==> src/rtl/lps_pkg.sv <==
package lps_pkg;
  localparam logic [1:0] MODE_RET = 2'd0;
  localparam logic [1:0] MODE_OFF = 2'd1;
  localparam logic [1:0] MODE_SLP = 2'd2;
  localparam logic [1:0] MODE_CLR = 2'd3;

  typedef enum logic [2:0] {
    S_ACT, S_ENT, S_LOW, S_EXA, S_EXB
  } seq_st_e;

  typedef enum logic [1:0] {
    LK_RET, LK_OFF_I2C, LK_OFF_PIN, LK_SLP
  } lp_kind_e;
endpackage

==> src/rtl/lps_modereg.sv <==
module lps_modereg
  import lps_pkg::*;
(
  input  logic       clk,
  input  logic       rst,
  input  logic       we,
  input  logic [1:0] code,
  input  logic       pin_sel_in,
  output logic [2:0] mode,
  output logic       pin_sel
);
  always_ff @(posedge clk) begin
    if (rst) begin
      mode    <= 3'b000;
      pin_sel <= 1'b0;
    end else if (we) begin
      pin_sel <= pin_sel_in;
      case (code)
        MODE_RET: mode <= 3'b001;
        MODE_OFF: mode <= 3'b010;
        MODE_SLP: mode <= 3'b100;
        default:  mode <= 3'b000;
      endcase
    end
  end
endmodule

==> src/rtl/lps_tickcnt.sv <==
module lps_tickcnt #(
  parameter int CW = 12
) (
  input  logic          clk,
  input  logic          rst,
  input  logic          ld,
  input  logic [CW-1:0] ld_val,
  input  logic          tick,
  output logic          zero
);
  logic [CW-1:0] cnt;

  always_ff @(posedge clk) begin
    if (rst)                    cnt <= '0;
    else if (ld)                cnt <= ld_val;
    else if (tick && cnt != '0) cnt <= cnt - 1'b1;
  end

  assign zero = (cnt == '0);
endmodule

==> src/rtl/lps_pindrv.sv <==
module lps_pindrv #(
  parameter int NP = 2
) (
  input  logic          clk,
  input  logic          rst,
  input  logic [NP-1:0] lvl_n,
  input  logic [NP-1:0] pol,
  output logic [NP-1:0] pin
);
  for (genvar i = 0; i < NP; i++) begin : g_pin
    always_ff @(posedge clk) begin
      if (rst) pin[i] <= pol[i];
      else     pin[i] <= lvl_n[i] ~^ pol[i];
    end
  end
endmodule

==> src/rtl/lps_seq.sv <==
module lps_seq
  import lps_pkg::*;
#(
  parameter int CW            = 12,
  parameter int DEF_CLK_TICKS = 328,
  parameter int MIN_OFS_TICKS = 16
) (
  input  logic          clk,
  input  logic          rst,
  input  logic          tick_32k,
  input  logic          ctl_we,
  input  logic [1:0]    ctl_mode,
  input  logic          ctl_off_pin,
  input  logic          pol_clkreq,
  input  logic          pol_offmode,
  input  logic [CW-1:0] cnt_clk,
  input  logic [CW-1:0] cnt_voff,
  input  logic [CW-1:0] cnt_vret,
  input  logic          sleep_req,
  input  logic          wake_req,
  output logic          clkreq_pin,
  output logic          offmode_pin,
  output logic          i2c_go,
  output logic          i2c_off,
  output logic          ready,
  output logic [2:0]    auto_mode
);
  localparam logic [CW-1:0] DEF_CLK = CW'(DEF_CLK_TICKS);
  localparam logic [CW-1:0] MIN_OFS = CW'(MIN_OFS_TICKS);

  logic          pin_sel;
  logic [CW-1:0] clk_eff, ofs_eff, set_eff;
  seq_st_e       st, st_n;
  lp_kind_e      kind, kind_n;
  logic          clk_on, clk_n, pwr_on, pwr_n;
  logic          rdy_n, go_n, off_n;
  logic          ld, zero;
  logic [CW-1:0] ld_val;
  logic [1:0]    pins;

  lps_modereg u_mode (
    .clk(clk), .rst(rst), .we(ctl_we), .code(ctl_mode),
    .pin_sel_in(ctl_off_pin), .mode(auto_mode), .pin_sel(pin_sel)
  );

  lps_tickcnt #(.CW(CW)) u_cnt (
    .clk(clk), .rst(rst), .ld(ld), .ld_val(ld_val),
    .tick(tick_32k), .zero(zero)
  );

  lps_pindrv #(.NP(2)) u_pins (
    .clk(clk), .rst(rst), .lvl_n({pwr_n, clk_n}),
    .pol({pol_offmode, pol_clkreq}), .pin(pins)
  );

  assign clkreq_pin  = pins[0];
  assign offmode_pin = pins[1];

  // effective counts: default clock setup, offset floor, saturating split
  assign clk_eff = (cnt_clk == '0) ? DEF_CLK : cnt_clk;
  assign ofs_eff = (cnt_voff < MIN_OFS) ? MIN_OFS : cnt_voff;
  assign set_eff = (clk_eff > ofs_eff) ? clk_eff - ofs_eff : '0;

  always_comb begin
    st_n   = st;
    kind_n = kind;
    clk_n  = clk_on;
    pwr_n  = pwr_on;
    rdy_n  = ready;
    go_n   = 1'b0;
    off_n  = i2c_off;
    ld     = 1'b0;
    ld_val = cnt_vret;
    case (st)
      S_ACT: begin
        if (sleep_req && auto_mode != 3'b000) begin
          rdy_n = 1'b0;
          if (auto_mode[2]) begin
            kind_n = LK_SLP;
            clk_n  = 1'b0;
            st_n   = S_LOW;
          end else if (auto_mode[1] && pin_sel) begin
            kind_n = LK_OFF_PIN;
            clk_n  = 1'b0;
            pwr_n  = 1'b0;
            st_n   = S_LOW;
          end else begin
            kind_n = auto_mode[1] ? LK_OFF_I2C : LK_RET;
            go_n   = 1'b1;
            off_n  = auto_mode[1];
            ld     = 1'b1;
            st_n   = S_ENT;
          end
        end
      end
      S_ENT: begin
        if (wake_req) begin
          go_n  = 1'b1;
          off_n = 1'b0;
          ld    = 1'b1;
          st_n  = S_EXB;
        end else if (zero) begin
          clk_n = 1'b0;
          st_n  = S_LOW;
        end
      end
      S_LOW: begin
        if (wake_req) begin
          case (kind)
            LK_OFF_PIN: begin
              pwr_n  = 1'b1;
              ld     = 1'b1;
              ld_val = ofs_eff;
              st_n   = S_EXA;
            end
            LK_SLP: begin
              clk_n  = 1'b1;
              ld     = 1'b1;
              ld_val = clk_eff;
              st_n   = S_EXB;
            end
            default: begin
              clk_n = 1'b1;
              go_n  = 1'b1;
              off_n = 1'b0;
              ld    = 1'b1;
              st_n  = S_EXB;
            end
          endcase
        end
      end
      S_EXA: begin
        if (zero) begin
          clk_n  = 1'b1;
          ld     = 1'b1;
          ld_val = set_eff;
          st_n   = S_EXB;
        end
      end
      S_EXB: begin
        if (zero) begin
          rdy_n = 1'b1;
          st_n  = S_ACT;
        end
      end
      default: st_n = S_ACT;
    endcase
  end

  always_ff @(posedge clk) begin
    if (rst) begin
      st      <= S_ACT;
      kind    <= LK_RET;
      clk_on  <= 1'b1;
      pwr_on  <= 1'b1;
      ready   <= 1'b1;
      i2c_go  <= 1'b0;
      i2c_off <= 1'b0;
    end else begin
      st      <= st_n;
      kind    <= kind_n;
      clk_on  <= clk_n;
      pwr_on  <= pwr_n;
      ready   <= rdy_n;
      i2c_go  <= go_n;
      i2c_off <= off_n;
    end
  end
endmodule

==> config.mk <==
export PLATFORM = sky130hd
export DESIGN_NAME = lps_seq
export DESIGN_NICKNAME = d
export VERILOG_FILES = /design/src/rtl/lps_pkg.sv /design/src/rtl/lps_modereg.sv /design/src/rtl/lps_tickcnt.sv /design/src/rtl/lps_pindrv.sv /design/src/rtl/lps_seq.sv
export SDC_FILE = /design/constraint.sdc
export NUM_CORES = 1
export LEC_CHECK = 0
export ABC_AREA = 1
export BUFFER_PORTS_ARGS = -buffer_cell sky130_fd_sc_hd__buf_2
export CELL_PAD_IN_SITES_DETAIL_PLACEMENT = 0
export CELL_PAD_IN_SITES_GLOBAL_PLACEMENT = 1
export CORE_MARGIN = 5
export CORE_UTILIZATION = 38
export DETAILED_ROUTE_END_ITERATION = 10
export PLACE_DENSITY_LB_ADDON = 0.1
export SYNTH_ARGS = -nofsm -noshare
export SYNTH_HDL_FRONTEND = slang
export SYNTH_SLANG_ARGS = --single-unit
export TNS_END_PERCENT = 30
==> constraint.sdc <==
create_clock -name clk -period 3.7 [get_ports clk]
set_input_delay 1.11 -clock clk [delete_from_list [all_inputs] [get_ports clk]]
set_output_delay 1.11 -clock clk [all_outputs]
set_load 0.02 [all_outputs]
==> qor_table.md, run 1 <==
| Stage | Metric | Reported |
|---|---|---|
| status | Outcome | finished clean |
| yosys | Sequential area share after synthesis | 18.4% |
| yosys | Post-synth cell types | 38 |
| floorplan | Initial Util | 39.2% |
| placement | Count of port buffers added during placement | 54 |
| cells and area | Net count, final | 639 |
| power | Internal Pwr Total | 0.915 mW |
| yosys | Nets in the synthesized netlist | 598 |
| clocking | Number of levels the H-tree was split into | 1 |
| cells and area | Share of cells above drive strength 1 | 16.1% |
| global route | Leftover overflow at the end of global routing | 0 |
| routing | Count of nets left with antenna violations after detail routing | 0 |
| global route | Overall track demand over capacity in global routing | 19.3% |
| routing | Count of unresolved DRC violations after routing | 0 |
| run | MaxCap Viol Count | 0 |
| routing | Number of detailed-route iterations in the first pass | 4 |
| sta | Post-layout worst setup margin | 237 ps |
| floorplan | Die area | 0.00989 mm² |
| sta | Part of the cycle the worst path needs | 93.6% |
| yosys | Synth Cell Area | 0.00304 mm² |
| clocking | Maximum root-to-sink buffer count | 2 |
| sta | Maximum frequency from static timing analysis | 289 MHz |
| sta | Shortest clock period the worst path allows after layout | 3460 ps |
| routing | Vias | 3399 |
| cells and area | Synth-to-Final Area Change | 12.3% |
| power | Part of the total power dissipated in sequential elements | 27.0% |
| cells and area | Final core utilization | 44.0% |
| placement | DP Worst Slack | -30.6 ps |
| sta | Aggregate negative setup slack | 0 ps |
| sta | Setup repair after global routing missed its margin | no |
| clocking | Root buffer cell | sky130_fd_sc_hd__clkbuf_8 |
| setup path | Start-to-end type of the worst setup path | primary input to flop |
| clocking | Clock sinks | 28 |
| worst hold path | Number of cells on the worst hold path | 2 |
| floorplan | Floorplan core area | 0.00777 mm² |
| power | Clk network pwr share | 14.0% |
| worst hold path | Hold endpoint | kind[0] |
| floorplan | Boundary Pins | 55 |
| clocking | CTS Hold Bufs | 0 |
| setup path | Reg-to-Reg Start | st[1] |
| sta | Endpoints failing hold | 0 |
| power | Switching power share of the total | 48.9% |
| power | Total power per unit cell area | 525 mW/mm² |
| power | Overall power | 1.79 mW |
| cells and area | Most common cell after layout, fill and taps aside | sky130_fd_sc_hd__nand2_1 |
| cells and area | Number of antenna cells inserted | 0 |
| global route | Largest net degree at the start of global routing | 19 |
| power | Worst vdd ir | 0.266 mV |
| setup path | Endpoint of the most critical register-to-register path | u_cnt.cnt[9] |
| worst hold path | Worst min-delay path category | flop to flop |
| setup path | Data required time at the worst endpoint | 3920 ps |
| sta | Final-report max-slew violation count | 0 |
| sta | Max Clock Skew | 5.84 ps |
| routing | DRC violation total after the first TritonRoute iteration | 117 |
| sta | Final setup viols | 0 |
| sta | Max-slew headroom | 63.1% |
| setup path | R2R cell count | 8 |
| cells and area | Most used cells in the layout excluding fill and tap cells | 149 x sky130_fd_sc_hd__nand2_1, 82 x sky130_fd_sc_hd__inv_1, 60 x sky130_fd_sc_hd__nor2_1, 54 x sky130_fd_sc_hd__buf_2, 36 x sky130_fd_sc_hd__a21oi_1 |
| setup path | Critical path fanouts, max | 8 |
| global route | Via count of the first global-routing pass | 3154 |
| yosys | Count of synthesis-stage warnings from yosys | 0 |
| global route | Initial antenna violation count | 0 |
| yosys | Synthesized area per cell | 5.67 µm² |
| global route | Wire length of the first global-routing pass | 15.5 mm |
| clocking | Latest clock arrival within the worst-skew pair | 290 ps |
| placement | Weighted congestion reported at the end of routability-driven placement | 0.939 |
| power | Power dissipated by switching net loads | 0.877 mW |
| clocking | Clock tree from TritonCTS | yes |
| worst hold path | Hold Path Origin | kind[0] |
| yosys | Post-synthesis instance total | 536 |
| setup path | Worst EP arrival | 3680 ps |
| cells and area | Non-Filler Instances | 678 |
| yosys | Number of register bits inferred by synthesis | 28 |
| placement | Number of placed instances, taps included | 674 |
| floorplan | Horizontal extent of the die | 99.5 µm |
| clocking | CTS buffer count | 3 |
| cells and area | Filler cell count | 882 |
| routing | Routed via count divided by cell count | 5.01 |
| floorplan | Height of the die | 99.5 µm |
| power | Combinational share of power | 59.0% |
| clocking | Clock-pin slew on the worst setup and hold paths | 110 ps |
| setup path | Worst setup SP type | primary input |
| setup path | Reg2Reg Setup Slack | 1670 ps |
| sta | Pin slew with the least headroom to its limit | 553 ps |
| power | Leakage component of the power | 1.81 nW |
| setup path | Critical path endpoint category | flop |
| routing | Drt total wl | 9.50 mm |
| floorplan | Std-Cell Rows | 32 |
| routing | Routed length per placed instance | 14.0 µm |
| placement | Half-perimeter wire length after detailed placement | 7.86 mm |
==> worst max-delay path: stages <==
cell	delay, ps
sky130_fd_sc_hd__buf_2	90
sky130_fd_sc_hd__inv_1	110
sky130_fd_sc_hd__nand4_1	230
sky130_fd_sc_hd__nor2_2	270
sky130_fd_sc_hd__nor2_1	90
sky130_fd_sc_hd__ha_1	220
sky130_fd_sc_hd__fa_1	410
sky130_fd_sc_hd__inv_1	150
sky130_fd_sc_hd__nand2_1	70
sky130_fd_sc_hd__nand2_1	150
sky130_fd_sc_hd__nand2_1	70
sky130_fd_sc_hd__nand3_1	80
sky130_fd_sc_hd__nand2_2	100
sky130_fd_sc_hd__clkinv_2	140
sky130_fd_sc_hd__nand3_1	110
sky130_fd_sc_hd__nand2_1	70
sky130_fd_sc_hd__nand2_1	80
sky130_fd_sc_hd__a21oi_1	120
==> state kept, by name, indices dropped and copies added (netlist names) <==
signal and cells:
u_cnt.cnt 12, i2c_off 1, st 3, kind 2
pwr_on 1, u_pins.pin 2, clk_on 1, u_mode.mode 3
ready 1, i2c_go 1, u_mode.pin_sel 1
==> cells in the mapped netlist, drive strengths merged <==
cell    number  share of area [%]
o221ai       1               0.29
nand2      159                 20
o21ai       38                6.3
nor3         7                1.2
xnor2        2               0.58
a21oi       37                6.2
dfxtp       28                 18
o22ai        4               0.82
o41ai        1               0.29
buf          8                2.1
clkbuf      11                1.4
nand3       34                6.5
ha          14                5.8
o211ai       3                1.2
nand3b       3               0.86
fa           1               0.66
o21bai       2               0.49
nor2        68                9.5
inv         88                 11
xor2         9                2.6
nand4        9                1.9
a211oi       1               0.25
a31oi        4               0.82
clkinv       1               0.16
or2          3               0.62
==> cells by family after synthesis <==
kind of cell	after synthesis	share of synthesized area, %
buffers and inverters	108	14.5
XOR/XNOR	11	3.17
AND/OR/NAND/NOR	283	40.9
AO/OA/AOI/OAI	91	16.6
adder cells (fa/ha/maj)	15	6.42
flip-flops	28	18.4
==> worst max path at each step <==
stage / startpoint / end
6_report: cnt_voff[8] / u_cnt.cnt[11]
5_1_grt: cnt_voff[8] / u_cnt.cnt[9]
4_1_cts: cnt_voff[8] / u_cnt.cnt[9]
3_5_place_dp: cnt_voff[8] / u_cnt.cnt[9]
3_3_place_gp: cnt_voff[8] / u_cnt.cnt[11]
2_1_floorplan: cnt_voff[8] / u_cnt.cnt[0]
==> metrics by stage <==
stage	area, µm²	hold WS, ps
after floorplan	3040	444
after global placement	3340	465
after detailed placement	3340	475
after CTS	3410	490
after global routing	3420	533
final	3420	485
==> cell type report <==
cell class                 count  area [µm²]  area share (%)
multi-input combinational    400        2040            59.8
sequential                    28         561            16.4
inverter                      89         335            9.82
timing repair buffer          55         278            8.13
tap                          102         128            3.74
clock buffer                   3        41.3            1.21
clock inverter                 1        30.0           0.879
==> per-layer routing <==
metal  vias to the layer above  part of all wire, %  GRT usage, %
met4                         0                  1.5          3.78
met1                      1511                   49          28.1
met5                         -                    0             0
li1                       1778                    -             -
met3                        14                  6.7          3.16
met2                        96                   43          30.0
==> what timing repair did <==
| item | in CTS | in global routing |
|---|---|---|
| endpoints found under the setup margin | 0 | 2 |
| setup buffers | 0 | 0 |
| gates resized for setup | 0 | 1 |
==> power groups by stage <==
stage          sequential (mW)  clock [mW]  combinational [mW]
2_1_floorplan            0.487           0               0.835
3_3_place_gp             0.491           0                1.06
3_5_place_dp             0.491           0                1.05
4_1_cts                  0.484       0.257                1.06
5_1_grt                  0.498       0.267                1.21
6_report                 0.484       0.251                1.06
Note: power is estimated with default switching activity, not from simulation.
==> run 2: changes to the inputs <==
--- a/config.mk
+++ b/config.mk
@@ -12,7 +12,7 @@
 export CORE_MARGIN = 5
 export CORE_UTILIZATION = 38
 export DETAILED_ROUTE_END_ITERATION = 10
-export PLACE_DENSITY_LB_ADDON = 0.1
+export PLACE_DENSITY = 0.8
 export SYNTH_ARGS = -nofsm -noshare
 export SYNTH_HDL_FRONTEND = slang
 export SYNTH_SLANG_ARGS = --single-unit
==> run 2 against run 1 <==
Cell count fell by 0.15%. Register-to-register slack got worse by 50 ps. First-iteration DRC count rose by 65%. Critical path depth did not move. Worst hold slack got worse by 2.0 ps. Clock-buffer cell count did not move. Global-route usage fell by 0.83 points. Clock skew rose by 3.3 ps. Sequential power fell by 1%. Largest cell class unchanged.
==> qor_table.md, run 2 (synthesis gave the netlist of run 1 again) <==
| Stage | Metric | Reported |
|---|---|---|
| status | Outcome | finished clean |
| cells and area | Filler cell count | 900 |
| floorplan | Floorplan core area | 0.00777 mm² |
| worst hold path | Hold Path Origin | ready |
| power | Internal Pwr Total | 0.912 mW |
| cells and area | Synth-to-Final Area Change | 12.0% |
| setup path | Critical path endpoint category | flop |
| setup path | Start-to-end type of the worst setup path | primary input to flop |
| power | Part of the total power dissipated in sequential elements | 26.8% |
| clocking | Maximum root-to-sink buffer count | 2 |
| global route | Via count of the first global-routing pass | 3141 |
| sta | Part of the cycle the worst path needs | 88.5% |
| routing | DRC violation total after the first TritonRoute iteration | 193 |
| setup path | Worst setup SP type | primary input |
| sta | Setup repair after global routing missed its margin | no |
| cells and area | Final core utilization | 43.8% |
| floorplan | Height of the die | 99.5 µm |
| sta | Final-report max-slew violation count | 0 |
| floorplan | Std-Cell Rows | 32 |
| global route | Largest net degree at the start of global routing | 19 |
| routing | Drt total wl | 9.24 mm |
| run | MaxCap Viol Count | 0 |
| placement | Weighted congestion reported at the end of routability-driven placement | 0.944 |
| sta | Aggregate negative setup slack | 0 ps |
| clocking | Clock tree from TritonCTS | yes |
| setup path | Data required time at the worst endpoint | 3920 ps |
| power | Overall power | 1.79 mW |
| floorplan | Horizontal extent of the die | 99.5 µm |
| cells and area | Net count, final | 638 |
| clocking | CTS Hold Bufs | 0 |
| cells and area | Largest registers ranked by flip-flop count | u_cnt.cnt (12), st (3), u_mode.mode (3) |
| sta | Maximum frequency from static timing analysis | 305 MHz |
| sta | Max-slew headroom | 62.2% |
| worst hold path | Number of cells on the worst hold path | 2 |
| clocking | Latest clock arrival within the worst-skew pair | 290 ps |
| placement | DP Worst Slack | 127 ps |
| placement | Half-perimeter wire length after detailed placement | 7.66 mm |
| routing | Number of detailed-route iterations in the first pass | 5 |
| clocking | CTS buffer count | 3 |
| floorplan | Boundary Pins | 55 |
| cells and area | Share of cells above drive strength 1 | 15.8% |
| power | Power dissipated by switching net loads | 0.877 mW |
| clocking | Clock sinks | 28 |
| routing | Routed length per placed instance | 13.6 µm |
| power | Leakage component of the power | 1.81 nW |
| clocking | Root buffer cell | sky130_fd_sc_hd__clkbuf_8 |
| sta | Max Clock Skew | 9.19 ps |
| global route | Wire length of the first global-routing pass | 15.1 mm |
| routing | Count of nets left with antenna violations after detail routing | 0 |
| setup path | Biggest cell delay along the critical path | 400 ps |
| cells and area | Largest register FFs | 12 |
| clocking | Post-CTS sizing | 0 |
| setup path | Endpoint of the most critical register-to-register path | u_cnt.cnt[9] |
| routing | Count of unresolved DRC violations after routing | 0 |
| power | Total power per unit cell area | 525 mW/mm² |
| floorplan | Initial Util | 39.2% |
| sta | Pin slew with the least headroom to its limit | 567 ps |
| sta | Endpoints failing hold | 0 |
| setup path | Ordered list of cells on the worst path | buf_2 > inv_1 > nand4_1 > nor2_1 > nor2_1 > ha_1 > fa_1 > inv_1 > nand2_1 > nand2_1 > nand2_1 > nand3_1 > nand2_2 > clkinv_2 > nand3_1 > nand2_1 > nand2_1 > a21oi_1 |
| global route | Initial antenna violation count | 0 |
| cells and area | Register containing the most flip-flops in the final layout | u_cnt.cnt |
| power | Worst vdd ir | 0.242 mV |
| clocking | Number of buffers inserted by post-CTS setup repair | 0 |
| power | Switching power share of the total | 49.0% |
| routing | Routed via count divided by cell count | 5.02 |
| setup path | Reg2Reg Setup Slack | 1620 ps |
| clocking | Number of levels the H-tree was split into | 1 |
| setup path | CP max-delay cell | sky130_fd_sc_hd__fa_1 |
| routing | Vias | 3401 |
| cells and area | Most common cell after layout, fill and taps aside | sky130_fd_sc_hd__nand2_1 |
| clocking | Clock-pin slew on the worst setup and hold paths | 110 ps |
| global route | Overall track demand over capacity in global routing | 18.4% |
| sta | Shortest clock period the worst path allows after layout | 3270 ps |
| sta | Final setup viols | 0 |
| power | Combinational share of power | 59.2% |
| setup path | R2R cell count | 8 |
| cells and area | Number of antenna cells inserted | 0 |
| setup path | Critical path fanouts, max | 8 |
| worst hold path | Hold endpoint | ready |
| placement | Count of port buffers added during placement | 54 |
| global route | Leftover overflow at the end of global routing | 0 |
| setup path | Most used cell along the critical path | sky130_fd_sc_hd__nand2_1 |
| worst hold path | Worst min-delay path category | flop to flop |
| setup path | Worst EP arrival | 3500 ps |
| power | Clk network pwr share | 14.0% |
| cells and area | Most used cells in the layout excluding fill and tap cells | 149 x sky130_fd_sc_hd__nand2_1, 82 x sky130_fd_sc_hd__inv_1, 61 x sky130_fd_sc_hd__nor2_1, 54 x sky130_fd_sc_hd__buf_2, 36 x sky130_fd_sc_hd__a21oi_1 |
| setup path | Reg-to-Reg Start | st[1] |
| floorplan | Die area | 0.00989 mm² |
| sta | Post-layout worst setup margin | 426 ps |
## run 2: cell count changes in the layout (fill, tap and decap cells not counted)
cell                     change
sky130_fd_sc_hd__buf_4       -1
sky130_fd_sc_hd__nor2_2      -1
sky130_fd_sc_hd__nor2_1      +1
## run 2: worst max-delay path by stage
stage | from | end | slack, ps | cells past startpoint
after floorplan | cnt_voff[8] | u_cnt.cnt[0] | 720 | 16
after global placement | cnt_voff[8] | u_cnt.cnt[10] | 200 | 18
after detailed placement | cnt_voff[8] | u_cnt.cnt[9] | 130 | 18
after CTS | cnt_voff[8] | u_cnt.cnt[9] | 420 | 18
after global routing | cnt_voff[8] | u_cnt.cnt[9] | 190 | 18
final | cnt_voff[8] | u_cnt.cnt[9] | 430 | 18
## run 2: power groups by stage
stage                     Combinational, mW  Sequential, mW  Clock (mW)
after floorplan                       0.835           0.487           0
after global placement                 1.05           0.485           0
after detailed placement               1.05           0.486           0
after CTS                              1.06           0.479       0.253
after global routing                   1.21           0.492       0.265
final                                  1.06           0.479       0.250
## run 2: worst max-delay path: cells and delay by family
| family | cells | cell delay (ps) |
|---|---|---|
| simple gates | 11 | 1220 |
| compound gates | 1 | 120 |
| buf+inv | 4 | 410 |
| fa+ha+maj | 2 | 620 |
## run 2: per-layer routing
metal | up-vias | global-route usage (%) | wire, µm
met2 | 87 | 29.6 | 4030
met3 | 9 | 2.95 | 504
li1 | 1768 | - | -
met4 | 0 | 3.26 | 104
met5 | - | 0 | 0
met1 | 1537 | 26.3 | 4600
## run 2: final cells by class
class                           count  area (µm²)  share of cell area, %
Multi-Input combinational cell    400        2040                   59.9
Sequential cell                    28         561                   16.5
Inverter                           89         335                   9.85
Timing Repair Buffer               54         270                   7.94
Tap cell                          102         128                   3.75
Clock buffer                        3        41.3                   1.21
Clock inverter                      1        30.0                  0.882
## run 2: through the flow
step,area (µm²),hold slack (ps),instances
3_3_place_gp,3330,457,673
5_1_grt,3410,513,677
6_report,3410,483,677
3_5_place_dp,3330,464,673
4_1_cts,3410,486,677
2_1_floorplan,3040,444,536
